===== src/rtl/synth_cmd_pkg.sv =====
package synth_cmd_pkg;

  typedef enum logic [1:0] {
    WAVE_SQUARE = 2'b00,
    WAVE_TRI    = 2'b01,
    WAVE_SAW    = 2'b10,
    WAVE_SINE   = 2'b11
  } wave_e;

  typedef enum logic [2:0] {
    RX_IDLE,
    RX_START,
    RX_DATA,
    RX_STOP,
    RX_BREAK
  } rx_state_e;

  localparam logic [7:0] CH_TRI    = 8'h54;
  localparam logic [7:0] CH_SAW    = 8'h53;
  localparam logic [7:0] CH_SQUARE = 8'h51;
  localparam logic [7:0] CH_SINE   = 8'h57;
  localparam logic [7:0] CH_NOISE1 = 8'h4E;
  localparam logic [7:0] CH_NOISE0 = 8'h46;
  localparam logic [7:0] CH_DIG_LO = 8'h30;
  localparam logic [7:0] CH_DIG_HI = 8'h39;

endpackage


===== src/rtl/uart_rx_sync.sv =====
module uart_rx_sync #(
  parameter int STAGES = 2
) (
  input  logic clk,
  input  logic rst_n,
  input  logic d_i,
  output logic q_o
);

  logic [STAGES-1:0] chain_q;
  logic [STAGES-1:0] chain_d;

  generate
    if (STAGES == 1) begin : g_single
      always_comb chain_d = d_i;
    end else begin : g_multi
      always_comb chain_d = {chain_q[STAGES-2:0], d_i};
    end
  endgenerate

  always_ff @(posedge clk or negedge rst_n) begin
    if (!rst_n) chain_q <= '1;
    else        chain_q <= chain_d;
  end

  assign q_o = chain_q[STAGES-1];

endmodule


===== src/rtl/uart_rx_frame.sv =====
module uart_rx_frame
  import synth_cmd_pkg::*;
#(
  parameter int CLKS_PER_BIT = 65,
  parameter int DATA_BITS    = 8
) (
  input  logic                 clk,
  input  logic                 rst_n,
  input  logic                 rx_i,
  output logic                 byte_vld_o,
  output logic [DATA_BITS-1:0] byte_o
);

  localparam int CW   = (CLKS_PER_BIT > 1) ? $clog2(CLKS_PER_BIT) : 1;
  localparam int BW   = (DATA_BITS > 1) ? $clog2(DATA_BITS) : 1;
  localparam int HALF = CLKS_PER_BIT / 2;
  localparam logic [CW-1:0] CNT_FULL = CW'(CLKS_PER_BIT - 1);
  localparam logic [CW-1:0] CNT_HALF = CW'(HALF - 1);
  localparam logic [BW-1:0] BIT_LAST = BW'(DATA_BITS - 1);

  rx_state_e             state_q, state_d;
  logic [CW-1:0]         cnt_q, cnt_d;
  logic [BW-1:0]         bit_q, bit_d;
  logic [DATA_BITS-1:0]  sr_q;
  logic                  sr_en;
  logic                  vld_q, vld_d;
  logic                  full_tick;
  logic                  half_tick;

  assign full_tick = (cnt_q == CNT_FULL);
  assign half_tick = (cnt_q == CNT_HALF);

  always_comb begin
    state_d = state_q;
    cnt_d   = cnt_q;
    bit_d   = bit_q;
    sr_en   = 1'b0;
    vld_d   = 1'b0;
    unique case (state_q)
      RX_IDLE: begin
        cnt_d = '0;
        if (!rx_i) state_d = RX_START;
      end
      RX_START: begin
        if (half_tick) begin
          cnt_d   = '0;
          bit_d   = '0;
          state_d = rx_i ? RX_IDLE : RX_DATA;
        end else begin
          cnt_d = cnt_q + 1'b1;
        end
      end
      RX_DATA: begin
        if (full_tick) begin
          cnt_d = '0;
          sr_en = 1'b1;
          if (bit_q == BIT_LAST) state_d = RX_STOP;
          else                   bit_d   = bit_q + 1'b1;
        end else begin
          cnt_d = cnt_q + 1'b1;
        end
      end
      RX_STOP: begin
        if (full_tick) begin
          cnt_d = '0;
          if (rx_i) begin
            vld_d   = 1'b1;
            state_d = RX_IDLE;
          end else begin
            state_d = RX_BREAK;
          end
        end else begin
          cnt_d = cnt_q + 1'b1;
        end
      end
      RX_BREAK: begin
        cnt_d = '0;
        if (rx_i) state_d = RX_IDLE;
      end
      default: state_d = RX_IDLE;
    endcase
  end

  always_ff @(posedge clk or negedge rst_n) begin
    if (!rst_n) begin
      state_q <= RX_IDLE;
      cnt_q   <= '0;
      bit_q   <= '0;
      vld_q   <= 1'b0;
    end else begin
      state_q <= state_d;
      cnt_q   <= cnt_d;
      bit_q   <= bit_d;
      vld_q   <= vld_d;
    end
  end

  always_ff @(posedge clk or negedge rst_n) begin
    if (!rst_n)     sr_q <= '0;
    else if (sr_en) sr_q <= {rx_i, sr_q[DATA_BITS-1:1]};
  end

  assign byte_vld_o = vld_q;
  assign byte_o     = sr_q;

  AST_CNT_BOUND: assert property (@(posedge clk) disable iff (!rst_n)
    cnt_q <= CNT_FULL) else $error("bit counter overran");
  AST_VLD_PULSE: assert property (@(posedge clk) disable iff (!rst_n)
    byte_vld_o |=> !byte_vld_o) else $error("byte valid longer than one cycle");
  AST_START_REJECT: assert property (@(posedge clk) disable iff (!rst_n)
    (state_q == RX_START && half_tick && rx_i) |=> (state_q == RX_IDLE && !byte_vld_o))
    else $error("false start accepted");
  AST_FRAME_ERR_DROP: assert property (@(posedge clk) disable iff (!rst_n)
    (state_q == RX_STOP && full_tick && !rx_i) |=> (!byte_vld_o && state_q == RX_BREAK))
    else $error("bad stop bit not discarded");

endmodule


===== src/rtl/synth_cmd_decode.sv =====
module synth_cmd_decode
  import synth_cmd_pkg::*;
(
  input  logic       clk,
  input  logic       rst_n,
  input  logic       byte_vld_i,
  input  logic [7:0] byte_i,
  output logic [1:0] wave_o,
  output logic [3:0] freq_o,
  output logic       noise_o,
  output logic       stb_o
);

  wave_e       wave_q, wave_d;
  logic [3:0]  freq_q, freq_d;
  logic        noise_q, noise_d;
  logic        hit;
  logic        stb_q;
  logic        is_digit;
  logic [7:0]  digit_off;

  assign is_digit  = (byte_i >= CH_DIG_LO) && (byte_i <= CH_DIG_HI);
  assign digit_off = byte_i - CH_DIG_LO;

  always_comb begin
    wave_d  = wave_q;
    freq_d  = freq_q;
    noise_d = noise_q;
    hit     = 1'b0;
    if (byte_vld_i) begin
      if (is_digit) begin
        freq_d = digit_off[3:0];
        hit    = 1'b1;
      end else begin
        case (byte_i)
          CH_TRI:    begin wave_d  = WAVE_TRI;    hit = 1'b1; end
          CH_SAW:    begin wave_d  = WAVE_SAW;    hit = 1'b1; end
          CH_SQUARE: begin wave_d  = WAVE_SQUARE; hit = 1'b1; end
          CH_SINE:   begin wave_d  = WAVE_SINE;   hit = 1'b1; end
          CH_NOISE1: begin noise_d = 1'b1;        hit = 1'b1; end
          CH_NOISE0: begin noise_d = 1'b0;        hit = 1'b1; end
          default:   hit = 1'b0;
        endcase
      end
    end
  end

  always_ff @(posedge clk or negedge rst_n) begin
    if (!rst_n) begin
      wave_q  <= WAVE_SQUARE;
      freq_q  <= '0;
      noise_q <= 1'b0;
    end else if (hit) begin
      wave_q  <= wave_d;
      freq_q  <= freq_d;
      noise_q <= noise_d;
    end
  end

  always_ff @(posedge clk or negedge rst_n) begin
    if (!rst_n) stb_q <= 1'b0;
    else        stb_q <= hit;
  end

  assign wave_o  = wave_q;
  assign freq_o  = freq_q;
  assign noise_o = noise_q;
  assign stb_o   = stb_q;

  AST_FREQ_RANGE: assert property (@(posedge clk) disable iff (!rst_n)
    freq_o <= 4'd9) else $error("pitch index out of range");
  AST_NOISE_KEEPS_WAVE: assert property (@(posedge clk) disable iff (!rst_n)
    !$stable(noise_o) |-> ($stable(wave_o) && $stable(freq_o)))
    else $error("noise command moved other settings");
  AST_IDLE_HOLD: assert property (@(posedge clk) disable iff (!rst_n)
    !byte_vld_i |=> ($stable(wave_o) && $stable(freq_o) && $stable(noise_o)))
    else $error("setting changed with no character");
  AST_STB_SINGLE: assert property (@(posedge clk) disable iff (!rst_n)
    stb_o |=> !stb_o) else $error("strobe wider than one cycle");
  AST_CHANGE_HAS_STB: assert property (@(posedge clk) disable iff (!rst_n)
    (!$stable(wave_o) || !$stable(freq_o) || !$stable(noise_o)) |-> stb_o)
    else $error("setting changed without strobe");

endmodule


===== src/rtl/synth_cmd_uart.sv =====
module synth_cmd_uart #(
  parameter int CLKS_PER_BIT = 65,
  parameter int SYNC_STAGES  = 2
) (
  input  logic       clk,
  input  logic       rst_n,
  input  logic       rx_i,
  output logic [1:0] wave_sel_o,
  output logic [3:0] freq_idx_o,
  output logic       noise_en_o,
  output logic       cmd_stb_o
);

  localparam int DATA_BITS = 8;

  logic                 rx_sync;
  logic                 byte_vld;
  logic [DATA_BITS-1:0] byte_val;

  uart_rx_sync #(.STAGES(SYNC_STAGES)) u_sync (
    .clk   (clk),
    .rst_n (rst_n),
    .d_i   (rx_i),
    .q_o   (rx_sync)
  );

  uart_rx_frame #(
    .CLKS_PER_BIT (CLKS_PER_BIT),
    .DATA_BITS    (DATA_BITS)
  ) u_frame (
    .clk        (clk),
    .rst_n      (rst_n),
    .rx_i       (rx_sync),
    .byte_vld_o (byte_vld),
    .byte_o     (byte_val)
  );

  synth_cmd_decode u_decode (
    .clk        (clk),
    .rst_n      (rst_n),
    .byte_vld_i (byte_vld),
    .byte_i     (byte_val),
    .wave_o     (wave_sel_o),
    .freq_o     (freq_idx_o),
    .noise_o    (noise_en_o),
    .stb_o      (cmd_stb_o)
  );

  AST_RESET_QUIET: assert property (@(posedge clk) $rose(rst_n) |->
    (wave_sel_o == 2'b00 && freq_idx_o == 4'd0 && !noise_en_o && !cmd_stb_o))
    else $error("outputs not at reset values");

endmodule


===== config.mk =====
export PLATFORM = sky130hd
export DESIGN_NAME = synth_cmd_uart
export DESIGN_NICKNAME = d
export VERILOG_FILES = /design/src/rtl/synth_cmd_pkg.sv /design/src/rtl/uart_rx_sync.sv /design/src/rtl/uart_rx_frame.sv /design/src/rtl/synth_cmd_decode.sv /design/src/rtl/synth_cmd_uart.sv
export SDC_FILE = /design/constraint.sdc
export NUM_CORES = 1
export LEC_CHECK = 0
export CAP_MARGIN = 0
export CELL_PAD_IN_SITES_DETAIL_PLACEMENT = 0
export CELL_PAD_IN_SITES_GLOBAL_PLACEMENT = 1
export CORE_MARGIN = 5
export CORE_UTILIZATION = 50
export CTS_CLUSTER_SIZE = 20
export DETAILED_ROUTE_END_ITERATION = 8
export DONT_BUFFER_PORTS = 1
export PLACE_DENSITY = 0.89
export SYNTH_ARGS = -nofsm -noshare
export SYNTH_HDL_FRONTEND = slang
export SYNTH_SLANG_ARGS = --single-unit

===== constraint.sdc =====
create_clock -name clk -period 1.96 [get_ports clk]
set_input_delay 0 -clock clk [delete_from_list [all_inputs] [get_ports clk]]
set_output_delay 0 -clock clk [all_outputs]
set_load 0.05 [all_outputs]

==> summary.txt, run 1 <==
Worst setup path
  – Crit-path cells: ha_1, ha_1, nor4bb_2, nand2_1, a21boi_0, o2bb2ai_1
  – Max stage delay cell, worst path: dfrtp_1
  – CP max stage delay: 0.42 ns
  – Critical path startpoint category: flip-flop
  – Critical Path RT: 2.15 ns
  – CP Class: reg -> reg
  – Cell repeated most along the worst path: ha_1
  – Worst R2R Path Depth: 6
  – Worst-path maximum fanout: 4
  – CP arrival: 1.98 ns
  – Critical Path Sink Type: flip-flop

Global routing
  – Total congestion overflow: 0
  – GR Util All Layers: 15.0%
  – First-pass GRT wire length: 4990 um
  – Initial antenna violation count: 0
  – Vias in the first global route: 1075
  – Pin count of the biggest net entering global routing: 33

Synth
  – Post-Synthesis Cells: 141
  – Register area share after synthesis: 49.5%
  – Flops & latches, synth: 32
  – Main synth FF type: dfrtp_1
  – Net Count, Synth: 148
  – Mapped Area: 1620 um^2
  – Post-synth cell types: 45
  – Mean post-synth cell area: 11.5 um^2
  – Async set or reset register ratio after synthesis: 100%
  – Number of synthesized flops with an enable pin: 0
  – Ys Warns: 0

Outcome
  – Status: completed

Layout
  – Total Nets Final: 155
  – # diodes: 0
  – Fill cell count: 279
  – Layout Area Growth over Synthesis: 10.1%
  – Footprint of the multi-input gates: 753 um^2
  – Register area: 803 um^2
  – Layout cell share with drive strength beyond 1: 22.8%
  – Final instance area: 1790 um^2

Clock tree
  – H-tree Lvls: 2
  – Clk sinks: 32
  – CTS tree: built
  – Clock-pin slew on the worst setup and hold paths: 0.10 ns
  – Num CTS Buffers: 5
  – Clock latency on the worst-skew pair: 0.33 ns
  – Bufs on Longest Clock Path: 2
  – CTS root buf: clkbuf_4

Routing
  – # DRC: 0
  – Detailed Routing Iterations Pass 1: 4
  – Wl on met1: 1310 um
  – WL met2: 1320 um
  – Routed wire length: 2790 um
  – Top routing layer used: met4
  – WL/cell: 14.4 um
  – Met3 WL post-DR: 103 um
  – Antenna-violating nets left: 0
  – Vias per cell: 5.62
  – Initial DRC count: 63
  – Via Count: 1084

Timing
  – Fin Hold WS: 0.100 ns
  – Fin. Hold Viols: 0
  – Unrepaired setup endpoints after global routing: no
  – Worst Tran Pin Value: 0.512 ns
  – Setup Viol. Count Final: 0
  – Slew margin rel.: 65.9%
  – Worst Skew: 0.0131 ns
  – Min Tclk post-route: 1.78 ns
  – Final cycle utilization of the critical path: 91.0%
  – Max frequency: 561 MHz
  – Final Max Tran Viols: 0
  – Sum of negative setup slack: 0 ns

Placement
  – Gpl congestion: 0.809
  – IO buf count: 0
  – Placed cell areas: 1650 um^2
  – DP HPWL: 1960 um

Floorplanning
  – Initial Util: 52.8%
  – Die ar.: 4490 um^2
  – Die H: 67.0 um
  – Die width: 67.0 um
  – FP Rows: 20
  – # IOs: 11
  – Area of the core: 3080 um^2

Power
  – Max VDD drop: 0.574 mV
  – Pleak: 0.823 nW
  – Pwr dens: 893 nW/um^2

Flow run
  – MaxCap Viol Count: 0

Worst hold path
  – Worst Hold Class: in -> async
[what timing repair did]
action | CTS | global route
buffers inserted | 0 | 0
endpoints found under the hold margin | 33 | 0
hold buffers | 3 | 0
resized for setup | 0 | 1
endpoints found under the setup margin | 0 | 1
[worst paths after layout]
| path | from | endpoint | slack [ns] |
|---|---|---|---|
| max in group asynchronous | rst_n | u_sync.chain_q[0] | 1.62 |
| hold reg to reg | u_sync.chain_q[0] | u_sync.chain_q[1] | 0.36 |
| hold / removal | rst_n | u_decode.wave_o[0] | 0.10 |
| min in group clk | rx_i | u_sync.chain_q[0] | 0.21 |
| setup / recovery | u_frame.bit_q[0] | u_frame.bit_q[1] | 0.18 |
| setup reg to reg | u_frame.bit_q[0] | u_frame.bit_q[1] | 0.18 |
[stage by stage]
stage          std cells  power [mW]  utilization, %  setup WS, ns
3_5_place_dp         182        1.03            53.5         0.164
2_1_floorplan        141       0.967               -         0.245
4_1_cts              193        1.61            57.9         0.135
5_1_grt              193        1.69            58.1        0.0552
6_report             193        1.60            58.1         0.177
3_3_place_gp         182        1.02            53.5         0.233
[cell usage after synthesis (4+ instances only)]
master   instances  area, um^2
a21oi_1          6        30.0
nor2b_1          4        25.0
mux2_2          13         146
xor2_1           5        43.8
nor2_1           9        33.8
dfrtp_1         30         751
nand2_1          9        33.8
inv_1            5        18.8
nand4_1          4        25.0
ha_1             4        50.1
[worst max-delay path: cells and delay by family, from the launching register on]
| kind | cells | cell delay, ns |
|---|---|---|
| and+or+nand+nor | 2 | 0.48 |
| adders and majority gates | 2 | 0.45 |
| DFF | 1 | 0.42 |
| AOI/OAI and AO/OA | 2 | 0.32 |
[layer usage]
metal  GRT usage, %  vias up
met5              0        -
met4           6.58        0
met3           5.73        6
met2           22.8       12
met1           18.9      543
li1               -      523
[placed cells by master (no fill, tap or decap), types with 2 or more instances in the layout]
cell,synthesis,layout
nor2_1,9,9
dfrtp_1,30,30
nand4b_1,2,2
clkbuf_8,1,2
dlygate4sd3_1,0,2
a21oi_1,6,6
o21ai_0,3,3
and4b_1,3,3
xor2_1,5,5
mux2_2,13,13
xnor2_1,3,3
clkbuf_4,0,5
nand3_1,3,3
inv_1,5,5
o2bb2ai_1,2,2
nor3_1,3,3
nand2_1,9,9
ha_1,4,4
buf_4,0,3
and3_1,2,2
nand4_1,4,4
nor2b_1,4,4
dfstp_2,2,2
[registers in the layout, indices dropped and copies added, names as in the netlist]
name                flops
u_frame.bit_q           3
u_frame.byte_o          8
u_frame.cnt_q           7
u_frame.state_q         3
u_decode.noise_o        1
u_decode.freq_o         4
u_frame.byte_vld_o      1
u_decode.stb_o          1
u_decode.wave_o         2
u_sync.chain_q          2
[cells by family (layout without fill, tap and decap cells)]
kind of cell / after synthesis / after routing / share of synthesized area, %
AOI/OAI and AO/OA: 21 / 21 / 8.48
muxes: 14 / 14 / 9.63
xor gates and xnor gates: 8 / 8 / 4.31
and+or+nand+nor: 51 / 51 / 20.5
adders and majority gates: 4 / 4 / 3.08
buffers and inverters: 11 / 19 / 4.55
DFF: 32 / 32 / 49.5
[layout make-up]
class / count / area share [%]
Timing Repair Buffer: 6 / 3.50
Clock inverter: 1 / 1.68
Sequential cell: 32 / 44.9
Inverter: 5 / 1.05
Tap cell: 44 / 3.08
Clock buffer: 7 / 3.64
Multi-Input combinational cell: 98 / 42.1
[where the power goes]
part	internal (mW)	switching, mW	total, mW
sequential	0.720	0.0727	0.793
clock	0.339	0.214	0.553
combinational	0.117	0.134	0.251
(Power assumes the default switching activity.)
==> run 2, diff against run 1 <==
--- a/config.mk
+++ b/config.mk
@@ -5,7 +5,7 @@
 export SDC_FILE = /design/constraint.sdc
 export NUM_CORES = 1
 export LEC_CHECK = 0
-export CAP_MARGIN = 0
+export CAP_MARGIN = 20
 export CELL_PAD_IN_SITES_DETAIL_PLACEMENT = 0
 export CELL_PAD_IN_SITES_GLOBAL_PLACEMENT = 1
 export CORE_MARGIN = 5
@@ -14,6 +14,7 @@
 export DETAILED_ROUTE_END_ITERATION = 8
 export DONT_BUFFER_PORTS = 1
 export PLACE_DENSITY = 0.89
+export REMOVE_ABC_BUFFERS = 1
 export SYNTH_ARGS = -nofsm -noshare
 export SYNTH_HDL_FRONTEND = slang
 export SYNTH_SLANG_ARGS = --single-unit
==> summary.txt, run 2 (same netlist as run 1, synthesis figures left out) <==
Power
  – Max VDD drop: 0.575 mV
  – Internal power: 1.01 mW
  – Pleak: 0.810 nW
  – Flop pwr share: 55.2%
  – Combinational Power Share: 17.8%
  – Pwr dens: 823 nW/um^2
  – Clock share of power: 27.1%
  – Switching Power: 0.436 mW
  – Switching Share: 30.2%

Flow run
  – MaxCap Viol Count: 0

Worst setup path
  – Critical path startpoint category: flip-flop
  – CP arrival: 2.03 ns
  – Max stage delay cell, worst path: dfrtp_1
  – Worst R2R Path Depth: 4
  – Reg2Reg Setup Slack: 0.15 ns
  – Critical path endpoint: u_frame.byte_o[4]
  – CP max stage delay: 0.47 ns
  – Critical Path RT: 2.18 ns
  – Critical Path Sink Type: flip-flop
  – Critical path launch point: u_frame.cnt_q[5]
  – CP Class: reg -> reg
  – RR Endpoint: u_frame.byte_o[4]
  – Worst-path maximum fanout: 8
  – Worst R2R Start: u_frame.cnt_q[5]
  – Crit-path cells: nor4b_4, nand3_2, nor3_4, mux2_2

Global routing
  – Vias in the first global route: 1088
  – Total congestion overflow: 0
  – GR Util All Layers: 16.0%
  – Pin count of the biggest net entering global routing: 33
  – Initial antenna violation count: 0
  – First-pass GRT wire length: 5190 um

Layout
  – Most frequent cells in the layout: 30 x dfrtp_1, 13 x mux2_2, 9 x nand2_1, 9 x nor2_1, 6 x a21oi_1
  – Final instance area: 1750 um^2
  – # diodes: 0
  – Total Nets Final: 155
  – Layout Area Growth over Synthesis: 8.01%
  – Max reg flops: 8
  – Layout cell share with drive strength beyond 1: 22.8%
  – Fill cell count: 255
  – Commonest non-fill, non-tap cell in the layout: dfrtp_1

Routing
  – WL/cell: 15.1 um
  – Antenna-violating nets left: 0
  – # DRC: 0
  – Wl on met1: 1390 um
  – Via Count: 1063
  – Routed wire length: 2910 um
  – Top routing layer used: met4
  – Vias per cell: 5.51
  – WL met2: 1380 um
  – Met3 WL post-DR: 116 um
  – Detailed Routing Iterations Pass 1: 4
  – Initial DRC count: 90

Clock tree
  – CTS tree: built
  – H-tree Lvls: 2
  – Clk sinks: 32
  – Post-CTS setup buffer count: 0
  – Num CTS Buffers: 5
  – Clock latency on the worst-skew pair: 0.33 ns
  – Bufs on Longest Clock Path: 2
  – CTS root buf: clkbuf_4
  – Clock-pin slew on the worst setup and hold paths: 0.10 ns

Timing
  – Final Max Tran Viols: 0
  – Sum of negative setup slack: 0 ns
  – Fin. Hold Viols: 0
  – Unrepaired setup endpoints after global routing: no
  – Worst Tran Pin Value: 0.519 ns
  – Final cycle utilization of the critical path: 92.4%
  – Min Tclk post-route: 1.81 ns
  – Max frequency: 552 MHz
  – Worst Skew: 0.00705 ns
  – Slew margin rel.: 65.4%
  – Setup Viol. Count Final: 0

Worst hold path
  – Worst Hold Class: in -> async

Floorplanning
  – # IOs: 11
  – Area of the core: 3080 um^2
  – Initial Util: 52.8%
  – Die H: 67.0 um
  – FP Rows: 20
  – Die width: 67.0 um
  – Die ar.: 4490 um^2

Placement
  – IO buf count: 0
  – Placed cell areas: 1650 um^2
  – Gpl congestion: 0.794
  – DP HPWL: 2020 um

Outcome
  – Status: completed
[run 2: cell count changes in the layout (fill, tap and decap cells not counted), sizes merged]
| cell | before | now |
|---|---|---|
| bufinv | 1 | 0 |
| clkbuf | 7 | 6 |
| clkinv | 0 | 2 |
[run 2: worst min path at each step]
stage / from / to / slack, ns / depth (start not counted)
2_1_floorplan: rst_n / u_decode.freq_o[0] / -0.30 / 0
3_3_place_gp: rst_n / u_decode.wave_o[1] / -0.29 / 0
3_5_place_dp: rst_n / u_decode.wave_o[1] / -0.29 / 0
4_1_cts: rst_n / u_frame.bit_q[1] / 0.11 / 2
5_1_grt: rst_n / u_frame.state_q[0] / 0.12 / 2
6_report: rst_n / u_decode.stb_o / 0.12 / 2
[run 2: timing repair]
action                                  in CTS  in global routing
resized for setup                            0                  1
hold endpoints to repair                    33                  0
hold buffers                                 3                  0
endpoints found under the setup margin       0                  1
[run 2: cell type report]
class | instances | area (um^2) | share of cell area, %
flip-flops and latches | 32 | 803 | 45.8
multi-input cells | 98 | 753 | 42.9
repair buffers | 6 | 62.6 | 3.57
well taps | 44 | 55.1 | 3.14
clock buffers | 6 | 51.3 | 2.92
inverters | 5 | 18.8 | 1.07
clock inverters | 2 | 10.0 | 0.571
[run 2: critical path, delay by kind of cell (launching register included)]
family | cells | cell delay (ns)
DFF | 1 | 0.47
muxes | 1 | 0.38
and+or+nand+nor | 3 | 0.84
[run 2: layer usage]
metal | up-vias | track usage, %
met5 | - | 0
met2 | 13 | 24.6
li1 | 524 | -
met1 | 524 | 19.8
met3 | 2 | 6.58
met4 | 0 | 6.08
[run 2: power by group through the flow]
stage                     combinational, mW  sequential, mW  clock (mW)
final                                 0.256           0.796       0.391
after global routing                  0.284           0.805       0.443
after CTS                             0.254           0.796       0.410
after detailed placement              0.230           0.805           0
after global placement                0.221           0.802           0
after floorplan                       0.162           0.801           0
[run 2: metrics by stage]
step                      power (mW)  hold slack [ns]  std cells  utilization [%]  worst slack, ns
after floorplan                0.963           -0.296        135                -            0.245
after global placement          1.02           -0.295        182             53.5            0.225
after detailed placement        1.04           -0.295        182             53.5            0.181
after CTS                       1.46            0.111        193             56.8            0.141
after global routing            1.53            0.122        193             57.0           0.0694
final                           1.44            0.124        193             57.0            0.149
==> run 3, diff against run 2 <==
--- a/config.mk
+++ b/config.mk
@@ -15,6 +15,7 @@
 export DONT_BUFFER_PORTS = 1
 export PLACE_DENSITY = 0.89
 export REMOVE_ABC_BUFFERS = 1
+export SETUP_SLACK_MARGIN = 0.4
 export SYNTH_ARGS = -nofsm -noshare
 export SYNTH_HDL_FRONTEND = slang
 export SYNTH_SLANG_ARGS = --single-unit
==> summary.txt, run 3 (same netlist as run 1, synthesis figures left out) <==
Worst setup path
  – Critical Path Sink Type: flip-flop
  – Critical Path RT: 2.19 ns
  – RR Endpoint: u_frame.byte_o[3]
  – Critical path launch point: u_frame.cnt_q[5]
  – Crit-path cells: nor4b_4, nand3_2, nor3_4, buf_12, mux2_4
  – CP Class: reg -> reg
  – Worst-path maximum fanout: 8
  – Critical path startpoint category: flip-flop
  – Reg2Reg Setup Slack: 0.28 ns
  – Worst R2R Start: u_frame.cnt_q[5]
  – Max stage delay cell, worst path: dfrtp_2
  – CP arrival: 1.91 ns
  – Worst R2R Path Depth: 5
  – CP max stage delay: 0.44 ns

Floorplanning
  – Area of the core: 3080 um^2
  – # IOs: 11
  – FP Rows: 20
  – Die H: 67.0 um
  – Die width: 67.0 um
  – Initial Util: 52.8%
  – Die ar.: 4490 um^2

Timing
  – Final setup margin: 0.279 ns
  – Slew margin rel.: 65.5%
  – Sum of negative setup slack: 0 ns
  – Setup Viol. Count Final: 0
  – Min Tclk post-route: 1.68 ns
  – Unrepaired setup endpoints after global routing: yes
  – Worst Tran Pin Value: 0.518 ns
  – Max frequency: 595 MHz
  – Fin. Hold Viols: 0
  – Fin Hold WS: 0.112 ns
  – Final Max Tran Viols: 0
  – Final cycle utilization of the critical path: 85.8%
  – Worst Skew: 0.00408 ns

Clock tree
  – Clock latency on the worst-skew pair: 0.34 ns
  – CTS tree: built
  – Num CTS Buffers: 5
  – H-tree Lvls: 2
  – CTS root buf: clkbuf_4
  – Clock-pin slew on the worst setup and hold paths: 0.10 ns
  – Clk sinks: 32
  – Bufs on Longest Clock Path: 2

Routing
  – Antenna-violating nets left: 0
  – Routed wire length: 3490 um
  – # DRC: 0
  – WL/cell: 16.9 um
  – Via Count: 1145
  – Initial DRC count: 121
  – Detailed Routing Iterations Pass 1: 4
  – Vias per cell: 5.53

Layout
  – Most frequent cells in the layout: 24 x dfrtp_1, 15 x buf_4, 9 x nor2_1
  – # diodes: 0
  – Total Nets Final: 169
  – Commonest non-fill, non-tap cell in the layout: dfrtp_1
  – Layout cell share with drive strength beyond 1: 41.1%
  – Footprint of the multi-input gates: 878 um^2
  – Register area: 811 um^2
  – Max reg flops: 8
  – Fill cell count: 234
  – Layout Area Growth over Synthesis: 23.7%

Global routing
  – GR Util All Layers: 17.4%
  – Pin count of the biggest net entering global routing: 33
  – Total congestion overflow: 0
  – First-pass GRT wire length: 5640 um
  – Initial antenna violation count: 0
  – Vias in the first global route: 1198

Placement
  – Place WS: 0.181 ns
  – DP HPWL: 2020 um
  – Gpl congestion: 0.794
  – IO buf count: 0

Flow run
  – MaxCap Viol Count: 0

Power
  – Clock share of power: 25.9%
  – Switching Power: 0.474 mW
  – Switching Share: 30.7%
  – Combinational Power Share: 22.7%
  – Max VDD drop: 0.450 mV
  – Internal power: 1.07 mW
  – Pleak: 0.897 nW
  – Pwr dens: 769 nW/um^2
  – Flop pwr share: 51.3%

Outcome
  – Status: completed

Worst hold path
  – Worst Hold Class: in -> async
run 3: changes by cell type in the layout (fill, tap and decap cells not counted), sizes merged:
cell,delta
buf,+14
run 3: layout make-up:
class | instances | area share, %
repair buffers | 20 | 9.16
multi-input cells | 98 | 43.7
inverters | 5 | 0.935
clock buffers | 6 | 2.55
well taps | 44 | 2.74
clock inverters | 2 | 0.498
flip-flops and latches | 32 | 40.4
run 3: how the worst max path moves through the flow:
stage                                   end  slack (ns)  cells past startpoint
after CTS                 u_frame.byte_o[4]        0.25                      5
after floorplan           u_frame.byte_o[0]        0.25                      4
after global placement    u_frame.byte_o[3]        0.22                      4
final                     u_frame.byte_o[3]        0.28                      5
after detailed placement  u_frame.byte_o[4]        0.18                      4
after global routing      u_frame.byte_o[7]        0.22                      5
run 3: power by group through the flow:
stage	Combinational, mW	Clock, mW	Sequential [mW]
after floorplan	0.162	0	0.801
after global placement	0.221	0	0.802
after detailed placement	0.230	0	0.805
after CTS	0.310	0.410	0.792
after global routing	0.387	0.449	0.801
final	0.351	0.400	0.793
run 3: metal layers:
layer  up-vias  track usage, %  routed length [um]
met5         -               0                   0
met4         0            8.86                  73
met3         7            6.91                 162
met2        24            26.5                1720
met1       566            21.2                1540
li1        548               -                   -
run 3: critical path, delay by kind of cell, from the launching register on:
kind,cells,cell delay (ns)
muxes,1,0.30
DFF,1,0.44
buffers and inverters,1,0.17
and+or+nand+nor,3,0.67
run 3: timing repair:
item                                   in CTS  in global routing
endpoints found under the hold margin      33                  0
setup buffers                              10                  4
pin swaps                                  17                 10
setup endpoints to repair                  21                 27
hold buffers                                3                  0
gates resized for setup                    20                 16
run 3: per-stage QoR:
step / std cells / cell area (um^2) / utilization, % / power (mW)
2_1_floorplan: 135 / 1570 / - / 0.963
3_3_place_gp: 182 / 1650 / 53.5 / 1.02
3_5_place_dp: 182 / 1650 / 53.5 / 1.04
4_1_cts: 203 / 1910 / 62.1 / 1.51
5_1_grt: 207 / 2010 / 65.2 / 1.64
6_report: 207 / 2010 / 65.2 / 1.54
